[config.mk]
export PLATFORM = sky130hd
export DESIGN_NAME = priv_rule_check
export DESIGN_NICKNAME = d
export VERILOG_FILES = /design/src/rtl/priv_chk_pkg.sv /design/src/rtl/priv_rule_check.sv
export SDC_FILE = /design/constraint.sdc
export NUM_CORES = 1
export LEC_CHECK = 0
export BUFFER_PORTS_ARGS = -buffer_cell sky130_fd_sc_hd__buf_4
export CAP_MARGIN = 20
export CORE_AREA = 3 3 40 42
export DETAILED_ROUTE_END_ITERATION = 8
export DIE_AREA = 0 0 43 45
export PLACE_DENSITY_LB_ADDON = 0.05
export SYNTH_ARGS = -nofsm -noshare
export SYNTH_HDL_FRONTEND = slang
export SYNTH_SLANG_ARGS = --single-unit
export TNS_END_PERCENT = 100
[constraint.sdc]
create_clock -name vclk -period 1.1
set_clock_uncertainty 0.1 [all_clocks]
set_input_delay 0.165 -clock vclk [all_inputs]
set_output_delay 0.165 -clock vclk [all_outputs]
set_load 0.02 [all_outputs]
[src/rtl/priv_chk_pkg.sv]
package priv_chk_pkg;
  typedef enum logic [1:0] {LVL_USER = 2'd0, LVL_SUP = 2'd1, LVL_HYP = 2'd2} lvl_e;
  typedef enum logic [2:0] {
    RQ_SREG = 3'd0, RQ_STWR = 3'd1, RQ_FETCH = 3'd2, RQ_LOAD = 3'd3, RQ_STORE = 3'd4
  } rq_e;
  typedef enum logic [1:0] {CS_NONE = 2'd0, CS_PROG = 2'd1, CS_ISTOR = 2'd2, CS_DSTOR = 2'd3} cause_e;
  typedef struct packed {
    logic   grant;
    cause_e cause;
  } verdict_t;
endpackage

[src/rtl/priv_rule_check.sv]
module priv_rule_check
  import priv_chk_pkg::*;
#(
  parameter int REG_W     = 5,
  parameter int PRIV_BASE = 24
) (
  input  lvl_e             lvl,
  input  logic [2:0]       cls,
  input  logic [REG_W-1:0] reg_idx,
  input  logic             op_priv,
  input  logic             map_sup_only,
  input  logic             map_hyp_only,
  output verdict_t         vd
);
  localparam logic [REG_W-1:0] PB = PRIV_BASE[REG_W-1:0];

  logic is_user, prog_f, stor_f, is_mem;

  always_comb begin
    is_user = (lvl == LVL_USER);
    prog_f  = 1'b0;
    stor_f  = 1'b0;
    is_mem  = (cls == RQ_FETCH) || (cls == RQ_LOAD) || (cls == RQ_STORE);
    if (cls == RQ_SREG) begin
      prog_f = is_user && (op_priv || (reg_idx >= PB));
    end else if (cls == RQ_STWR) begin
      prog_f = is_user;
    end else if (is_mem) begin
      prog_f = is_user && op_priv;
      stor_f = (map_sup_only && is_user) || (map_hyp_only && (lvl != LVL_HYP));
    end else begin
      prog_f = 1'b1;
    end

    if (prog_f)      vd = '{grant: 1'b0, cause: CS_PROG};
    else if (stor_f) vd = '{grant: 1'b0, cause: (cls == RQ_FETCH) ? CS_ISTOR : CS_DSTOR};
    else             vd = '{grant: 1'b1, cause: CS_NONE};
  end
endmodule

==> flow_summary.yaml <==
setup_path:
  crit_required_ns: 0.83
  worst-endpoint-arrival_ns: 1.09
  crit_chain: "buf_6 -> nor2b_4 -> o221ai_4 -> a21boi_2 -> a311o_1 -> buf_6"
  end_kind: "output port"
  crit_fanout: 2
  path_class: "primary input to output port"
  crit_path_start_kind: "primary input"
  cp_common_cell: "buf_6"
  critPathSlowestCell: "a311o_1"
  cp.buffers_inverters: 2
  cp_top_family: "compound AO/OA/AOI/OAI gates"
  slowest_delay_ns: 0.28
sta:
  slew_violations: 0
  fin_crit_sh: 1.234
  finalHoldViolCount: 0
  rsz0062_at_grt: "true"
  fmax_mhz: 736.9
  tightest_slew_ns: 0.2329
  setup_ws_ns: -0.2570
  finalSetupViolCount: 3
  relSlewSlack: 0.8439
  post-route-min-period_ns: 1.357
placed_design:
  finalWeightedCongestion: 0.6614
  place_hpwl_um: 535.3
  placed_area_um2: 320.3
  port_buffers: 13
power:
  leakage_nw: 0.1559
  report.power.total_mw: 0.1675
  vdd_drop_max_v: 0.0001287
  power.density_mw_per_mm2: 434.7
drt:
  drtPass1Iterations: 1
  ant_nets: 0
  wl_um: 616
  wl_per_cell_um: 11.41
  drc: 0
  vias: 234
  via_per_inst: 4.333
  drtIter0Drc: 0
layout:
  diodes: 0
  regArea_um2: 0
  drive_gt1_frac: 0.7692
  area_growth_pct: 175.0
  flops_and_latches: 0
  final_area_um2: 385.4
  clock_buffers: 0
  nets: 54
grt:
  overflow: 0
  grt_max_degree: 9
  grt_pass1_vias: 245
  grt.total_usage: 0.06385
  grt_pass1_wl_um: 1021
  antenna_found_initial: 0
min_path:
  hold_path_depth: 3
  min_to: "vd[0]"
  hold_start: "cls[0]"
  hold_path.class: "primary input to output port"
floorplanning:
  core_mm2: 0.001285
  die_height_um: 45
  ioPinCount: 16
  dieArea_mm2: 0.001935
  row_count: 13
  initial_utilization: 0.1091
  die_w_um: 43
synthesis:
  yosys_warnings: 0
  yosys.area.top_type_share: 0.1071
  synthCells: 22
  syn_nets: 35
  yosys-top-cells-area: "a21oi_1 (11%), o21ai_0 (11%), a2111oi_2 (11%)"
  ys_types: 13
  syn-cell-area_um2: 140.1
  yosysTopAreaCell: "a21oi_1"
  yosysSeqAreaShare: 0
  avgSynthCellArea_um2: 6.370
  ys_top_cells_by_count: "a21oi_1 (3), nor2_1 (3), o21ai_0 (3)"
cts:
  cts_hold_buffers: 0
  cts_setup_buffers: 0
run:
  cap_violations: 0
run_status:
  violations: "setup timing"
  status: "finished with violations"
==> cell type report <==
cell class / instances / area (um2)
fill: 144 / 899.6
multi-input combinational: 22 / 220.2
timing repair buffer: 17 / 146.4
tap: 15 / 18.77
==> routing by layer <==
| metal | part of all wire | GRT usage |
|---|---|---|
| met1 | 0.46 | 0.08810 |
| met2 | 0.46 | 0.1138 |
| met3 | 0.081 | 0.007968 |
| met4 | 0 | 0 |
| met5 | 0 | 0 |
==> report_power, final <==
group          switching, mW  internal [mW]  total (mW)
clock network              0              0           0
logic                 0.0762         0.0913       0.168
registers                  0              0           0
==> cells in the final DEF, fill, tap and decap left out, drive strengths merged <==
cell type / netlist / final
buf: 0 / 17
nor2: 3 / 3
a21oi: 3 / 3
o21ai: 3 / 3
nand2: 2 / 2
nor2b: 2 / 2
nand2b: 2 / 2
o221a: 1 / 1
o221ai: 1 / 1
and3b: 1 / 1
a21boi: 1 / 1
a311o: 1 / 1
nor3: 1 / 1
a2111oi: 1 / 1
==> worst max path at each step <==
stage            startpoint     to  slack (ns)  cells after the start
2_1_floorplan  map_sup_only  vd[0]       -0.11                      3
3_3_place_gp         cls[2]  vd[1]       -0.35                      7
3_5_place_dp         cls[2]  vd[1]       -0.38                      7
4_1_cts        map_sup_only  vd[0]       -0.26                      6
5_1_grt        map_sup_only  vd[0]       -0.30                      6
6_report       map_sup_only  vd[0]       -0.26                      6
==> what timing repair did <==
| action | in CTS | in global routing |
|---|---|---|
| resized for setup | 15 | 3 |
| pin swaps | 7 | 5 |
| setup endpoints to repair | 3 | 3 |
==> cells by family after synthesis <==
logic type | synth area share
AOI/OAI and AO/OA | 0.5892
and+or+nand+nor | 0.4107
==> through the flow <==
stage / setup TNS, ns / instances / hold WS (ns) / setup WS (ns) / utilization
floorplan: -0.1638 / 22 / 0.3010 / -0.1115 / -
global placement: -0.8022 / 55 / 0.6090 / -0.3528 / 0.2493
detailed placement: -0.8594 / 55 / 0.6199 / -0.3841 / 0.2493
CTS: -0.6140 / 54 / 0.6354 / -0.2569 / 0.2911
global route: -0.7410 / 54 / 0.6458 / -0.2974 / 0.2999
finish: -0.6050 / 54 / 0.6282 / -0.2570 / 0.2999
(Power assumes the default switching activity.)
